**config.mk**
```make
export PLATFORM = sky130hd
export DESIGN_NAME = u2f_exc_unit
export DESIGN_NICKNAME = d
export VERILOG_FILES = /design/src/rtl/u2f_exc_pkg.sv /design/src/rtl/u2f_lead_find.sv /design/src/rtl/u2f_drop_mask.sv /design/src/rtl/u2f_flag_pack.sv /design/src/rtl/u2f_exc_unit.sv
export SDC_FILE = /design/constraint.sdc
export NUM_CORES = 1
export LEC_CHECK = 0
export BUFFER_PORTS_ARGS = -buffer_cell sky130_fd_sc_hd__buf_2
export CORE_MARGIN = 10
export CORE_UTILIZATION = 53
export DETAILED_ROUTE_END_ITERATION = 8
export GPL_TIMING_DRIVEN = 0
export PLACE_DENSITY = 0.85
export SYNTH_ARGS = -nofsm -noshare
export SYNTH_HDL_FRONTEND = slang
export SYNTH_HIERARCHICAL = 1
export SYNTH_SLANG_ARGS = --single-unit
export TNS_END_PERCENT = 30
```
**constraint.sdc**
```tcl
create_clock -name clk -period 1.45 [get_ports clk]
set_clock_uncertainty 0.15 [all_clocks]
set_input_delay 0.0725 -clock clk [delete_from_list [all_inputs] [get_ports clk]]
set_output_delay 0.0725 -clock clk [all_outputs]
set_load 0.05 [all_outputs]
```
**src/rtl/u2f_exc_pkg.sv**
```systemverilog
package u2f_exc_pkg;
  // Bit positions of the exception flag word
  localparam int FLG_DZ  = 0;
  localparam int FLG_INX = 1;
  localparam int FLG_UNF = 2;
  localparam int FLG_OVF = 3;
  localparam int FLG_INV = 4;
  localparam int FLG_IFZ = 5;
  localparam int FLG_OFZ = 6;
endpackage

```
**src/rtl/u2f_lead_find.sv**
```systemverilog
module u2f_lead_find #(
  parameter int DATA_W = 32,
  parameter int TAG_W  = 5,
  localparam int POS_W = $clog2(DATA_W)
) (
  input  logic              clk,
  input  logic              rst,
  input  logic              in_vld,
  input  logic [DATA_W-1:0] in_opnd,
  input  logic              in_guard,
  input  logic [TAG_W-1:0]  in_tag,
  output logic              s1_vld,
  output logic [DATA_W-1:0] s1_opnd,
  output logic [POS_W-1:0]  s1_lead,
  output logic              s1_guard,
  output logic [TAG_W-1:0]  s1_tag
);
  logic [POS_W-1:0] lead_c;

  // Highest set bit wins; zero operand yields position 0 (no bits discarded)
  always_comb begin
    lead_c = '0;
    for (int i = 0; i < DATA_W; i++) begin
      if (in_opnd[i]) lead_c = POS_W'(i);
    end
  end

  always_ff @(posedge clk) begin
    if (rst) s1_vld <= 1'b0;
    else     s1_vld <= in_vld;
  end

  always_ff @(posedge clk) begin
    s1_opnd  <= in_opnd;
    s1_lead  <= lead_c;
    s1_guard <= in_guard;
    s1_tag   <= in_tag;
  end
endmodule

```
**src/rtl/u2f_drop_mask.sv**
```systemverilog
module u2f_drop_mask #(
  parameter int DATA_W = 32,
  parameter int MANT_W = 24,
  parameter int TAG_W  = 5,
  localparam int POS_W = $clog2(DATA_W)
) (
  input  logic              clk,
  input  logic              rst,
  input  logic              s1_vld,
  input  logic [DATA_W-1:0] s1_opnd,
  input  logic [POS_W-1:0]  s1_lead,
  input  logic              s1_guard,
  input  logic [TAG_W-1:0]  s1_tag,
  output logic              s2_vld,
  output logic [DATA_W-1:0] s2_opnd,
  output logic [DATA_W-1:0] s2_mask,
  output logic              s2_guard,
  output logic [TAG_W-1:0]  s2_tag
);
  logic [DATA_W-1:0] mask_c;

  // Bit i is lost when it sits MANT_W or more places below the leading one
  for (genvar i = 0; i < DATA_W; i++) begin : g_mask
    assign mask_c[i] = (32'(s1_lead) >= 32'(i + MANT_W));
  end

  always_ff @(posedge clk) begin
    if (rst) s2_vld <= 1'b0;
    else     s2_vld <= s1_vld;
  end

  always_ff @(posedge clk) begin
    s2_opnd  <= s1_opnd;
    s2_mask  <= mask_c;
    s2_guard <= s1_guard;
    s2_tag   <= s1_tag;
  end
endmodule

```
**src/rtl/u2f_flag_pack.sv**
```systemverilog
module u2f_flag_pack
  import u2f_exc_pkg::*;
#(
  parameter int DATA_W = 32,
  parameter int FLAG_W = 32,
  parameter int TAG_W  = 5
) (
  input  logic              clk,
  input  logic              rst,
  input  logic              s2_vld,
  input  logic [DATA_W-1:0] s2_opnd,
  input  logic [DATA_W-1:0] s2_mask,
  input  logic              s2_guard,
  input  logic [TAG_W-1:0]  s2_tag,
  output logic              out_vld,
  output logic [TAG_W-1:0]  out_tag,
  output logic [FLAG_W-1:0] out_flags
);
  logic [FLAG_W-1:0] flags_c;

  // Only inexact can occur for an unsigned integer to single conversion
  always_comb begin
    flags_c          = '0;
    flags_c[FLG_INX] = |(s2_opnd & s2_mask);
  end

  always_ff @(posedge clk) begin
    if (rst) out_vld <= 1'b0;
    else     out_vld <= s2_vld & s2_guard;
  end

  always_ff @(posedge clk) begin
    out_tag   <= s2_tag;
    out_flags <= flags_c;
  end
endmodule

```
**src/rtl/u2f_exc_unit.sv**
```systemverilog
module u2f_exc_unit #(
  parameter int DATA_W = 32,
  parameter int MANT_W = 24,
  parameter int FLAG_W = 32,
  parameter int TAG_W  = 5
) (
  input  logic              clk,
  input  logic              rst,
  input  logic              in_vld,
  input  logic [DATA_W-1:0] in_opnd,
  input  logic              in_guard,
  input  logic [TAG_W-1:0]  in_tag,
  output logic              out_vld,
  output logic [TAG_W-1:0]  out_tag,
  output logic [FLAG_W-1:0] out_flags
);
  localparam int POS_W = $clog2(DATA_W);

  logic              s1_vld, s1_guard;
  logic [DATA_W-1:0] s1_opnd;
  logic [POS_W-1:0]  s1_lead;
  logic [TAG_W-1:0]  s1_tag;
  logic              s2_vld, s2_guard;
  logic [DATA_W-1:0] s2_opnd, s2_mask;
  logic [TAG_W-1:0]  s2_tag;

  u2f_lead_find #(.DATA_W(DATA_W), .TAG_W(TAG_W)) i_st1 (
    .clk(clk), .rst(rst), .in_vld(in_vld), .in_opnd(in_opnd),
    .in_guard(in_guard), .in_tag(in_tag), .s1_vld(s1_vld),
    .s1_opnd(s1_opnd), .s1_lead(s1_lead), .s1_guard(s1_guard),
    .s1_tag(s1_tag)
  );

  u2f_drop_mask #(.DATA_W(DATA_W), .MANT_W(MANT_W), .TAG_W(TAG_W)) i_st2 (
    .clk(clk), .rst(rst), .s1_vld(s1_vld), .s1_opnd(s1_opnd),
    .s1_lead(s1_lead), .s1_guard(s1_guard), .s1_tag(s1_tag),
    .s2_vld(s2_vld), .s2_opnd(s2_opnd), .s2_mask(s2_mask),
    .s2_guard(s2_guard), .s2_tag(s2_tag)
  );

  u2f_flag_pack #(.DATA_W(DATA_W), .FLAG_W(FLAG_W), .TAG_W(TAG_W)) i_st3 (
    .clk(clk), .rst(rst), .s2_vld(s2_vld), .s2_opnd(s2_opnd),
    .s2_mask(s2_mask), .s2_guard(s2_guard), .s2_tag(s2_tag),
    .out_vld(out_vld), .out_tag(out_tag), .out_flags(out_flags)
  );
endmodule

```
==> flow_summary.yaml <==
pwr:
  p_per_area_mw_per_mm2: 1260
  switchingPower_mw: 1.33
  clkPwrFrac_pct: 32.7
  p_seq_share_pct: 55.0
  combPwrFrac_pct: 12.3
  leakage_nw: 1.96
  power.internal_mw: 3.89
  swShare_pct: 25.4
  ir_drop_mv: 0.835
cts:
  cts_tree: "yes"
  numCtsBuffers: 9
  insertion_delay_ns: 0.35
  cts_root_buf: "clkbuf_8"
  cts_sinks: 98
  postCtsSetupRepairBufs: 0
  clk_pin_slew_ns: 0.09
  htreeDepth: 3
  clock_path_buffers: 2
setup_path:
  crit_arrival_ns: 1.73
  required_ns: 1.57
  worst_path_largest_cell_delay_ns: 0.53
  critPathCaptureType: "flip-flop"
  worstPathCellList: "dlygate4sd3_1 > buf_2 > nor4_1 > o311ai_0 > o21ai_0"
  crit_type: "input pin to flip-flop"
  ff2ff_setup_slack_ns: 0.05
  cp-start-kind: "input pin"
  path_max_fanout: 5
  slowest_stage: "dlygate4sd3_1"
timing:
  period_share_pct: 111
  worst_pin_slew_ns: 0.497
  max_slew_margin_pct: 66.6
  setup-tns-final_ns: -0.385
  fin_ws_ns: -0.159
  slew_violations: 0
  final.min_clock_period_ns: 1.61
  setup_viol: 4
  fmax_mhz: 621
  rsz0062_at_grt: "true"
  finalHoldViolCount: 0
  fin_hold_ws_ns: 0.0244
hold_path:
  hold_path.class: "input pin to flip-flop"
finish:
  most-common-layout-cells: "dfxtp_1 (98), buf_4 (56), conb_1 (55)"
  final_common_cell: "dfxtp_1"
  nNetsFinal: 446
  antenna-diode-count: 0
  syn_to_final_growth_pct: 39.2
  drive_gt1_share_pct: 31.2
  finalNonFillerCells: 482
routing:
  ant_nets: 0
  avgRoutedWirePerCell_um: 14.7
  drc: 0
  routed_wl_um: 7110
  vias_per_cell: 4.45
  dr.first_iter.drc_count: 180
  drt_pass1_iterations: 4
  detailroute.via_count: 2145
floorplan:
  die_height_um: 94.9
  die_area_mm2: 0.00901
  rows: 27
  ioPinCount: 79
  die_x_um: 94.9
  coreArea_mm2: 0.00547
  start_util_pct: 54.3
placement:
  portBuffers: 47
  gp_congestion: 0.830
  dp.cells: 424
  place_hpwl_um: 4520
  post-place-ws_ns: -0.0279
global_route:
  grt_pass1_wl_um: 10200
  grt_pass1_vias: 2200
  grt_usage_pct: 14.9
  gr-total-overflow: 0
  antenna_found_initial: 0
  grt_max_degree: 17
yosys:
  ys_seq_area_share_pct: 66.0
  synth_edf_count: 0
  syn_area_mm2: 0.00297
  ys_ff_latch: 98
  async_flop_share_pct: 0
  syn_area_per_cell_um2: 11.8
  synthCells: 252
  synth_ff_type: "dfxtp_1"
  yosys_warnings: 6
  ys_types: 34
flow_run:
  drv_cap: 0
run_status:
  status: "finished, violations left"
  violations: "setup timing"
-- what timing repair did --
item / in CTS / in global routing
gates resized for setup: 0 / 7
hold endpoints to repair: 46 / 11
hold buffers: 32 / 10
setup endpoints to repair: 0 / 4
-- final timing paths --
path	start	to	depth (start not counted)
hold reg to reg	i_st1/s1_opnd[6]	i_st2/s2_opnd[6]	0
hold / removal	in_opnd[15]	i_st1/s1_lead[3]	4
setup reg to reg	i_st2/s2_opnd[5]	i_st3/out_flags[1]	3
setup / recovery	in_opnd[25]	i_st1/s1_lead[1]	5
-- worst max-delay path, delay by kind of cell --
kind	cells	cell delay, ns
buf+inv	2	0.69
simple gates	1	0.49
compound gates	2	0.49
-- state kept, by name (all words and copies together), names as in the netlist, 5 cells and up --
signal and count:
i_st3/out_tag 5, i_st2/s2_tag 5, i_st1/s1_opnd 32, i_st2/s2_mask 8, i_st2/s2_opnd 32, i_st1/s1_tag 5, i_st1/s1_lead 5
-- cell families (layout without fill, tap and decap cells) --
kind of cell,count (synthesis),after routing,synth area share [%]
flops,98,98,66.0
buf+inv,61,166,14.6
simple gates,53,53,9.64
other cells,2,55,0.253
compound gates,38,38,9.47
-- layout make-up --
class	instances	area (um2)
inverter	6	22.5
timing repair buffer	89	658
clock buffer	9	124
tap	72	90.1
sequential	98	1960
buffer	55	413
multi-input combinational	146	801
clock inverter	7	68.8
fill	350	1330
-- stage by stage --
step | utilization [%] | cell area [um2] | power (mW)
after floorplan | - | 3170 | 3.31
after global placement | 63.9 | 3500 | 3.43
after detailed placement | 63.9 | 3500 | 3.44
after CTS | 73.3 | 4010 | 5.16
after global routing | 75.6 | 4140 | 5.40
final | 75.6 | 4140 | 5.22
-- layer usage --
layer / routed length (um) / track usage, %
met3: 432 / 3.25
met1: 2550 / 15.0
met5: 0 / 0
met2: 3890 / 27.1
met4: 230 / 9.73
-- power by group through the flow --
stage	sequential, mW	combinational [mW]	clock, mW
floorplan	2.94	0.369	0
global placement	2.92	0.507	0
detailed placement	2.93	0.513	0
CTS	2.86	0.583	1.71
global route	2.88	0.684	1.83
finish	2.87	0.643	1.70
-- Yosys cell counts, types with 3 or more instances --
cell type  instances  area (um2)
dfxtp_1           98        1960
buf_4             55         413
nor2_1            19        71.3
a22oi_1           15         113
inv_1              6        22.5
a21oi_1            4        20.0
nand2_1            4        15.0
nand4_1            4        25.0
nor2b_1            4        25.0
nor3_1             4        20.0
nor4_1             4        25.0
o21ai_0            3        15.0
or4_1              3        22.5
(Power assumes the default switching activity.)
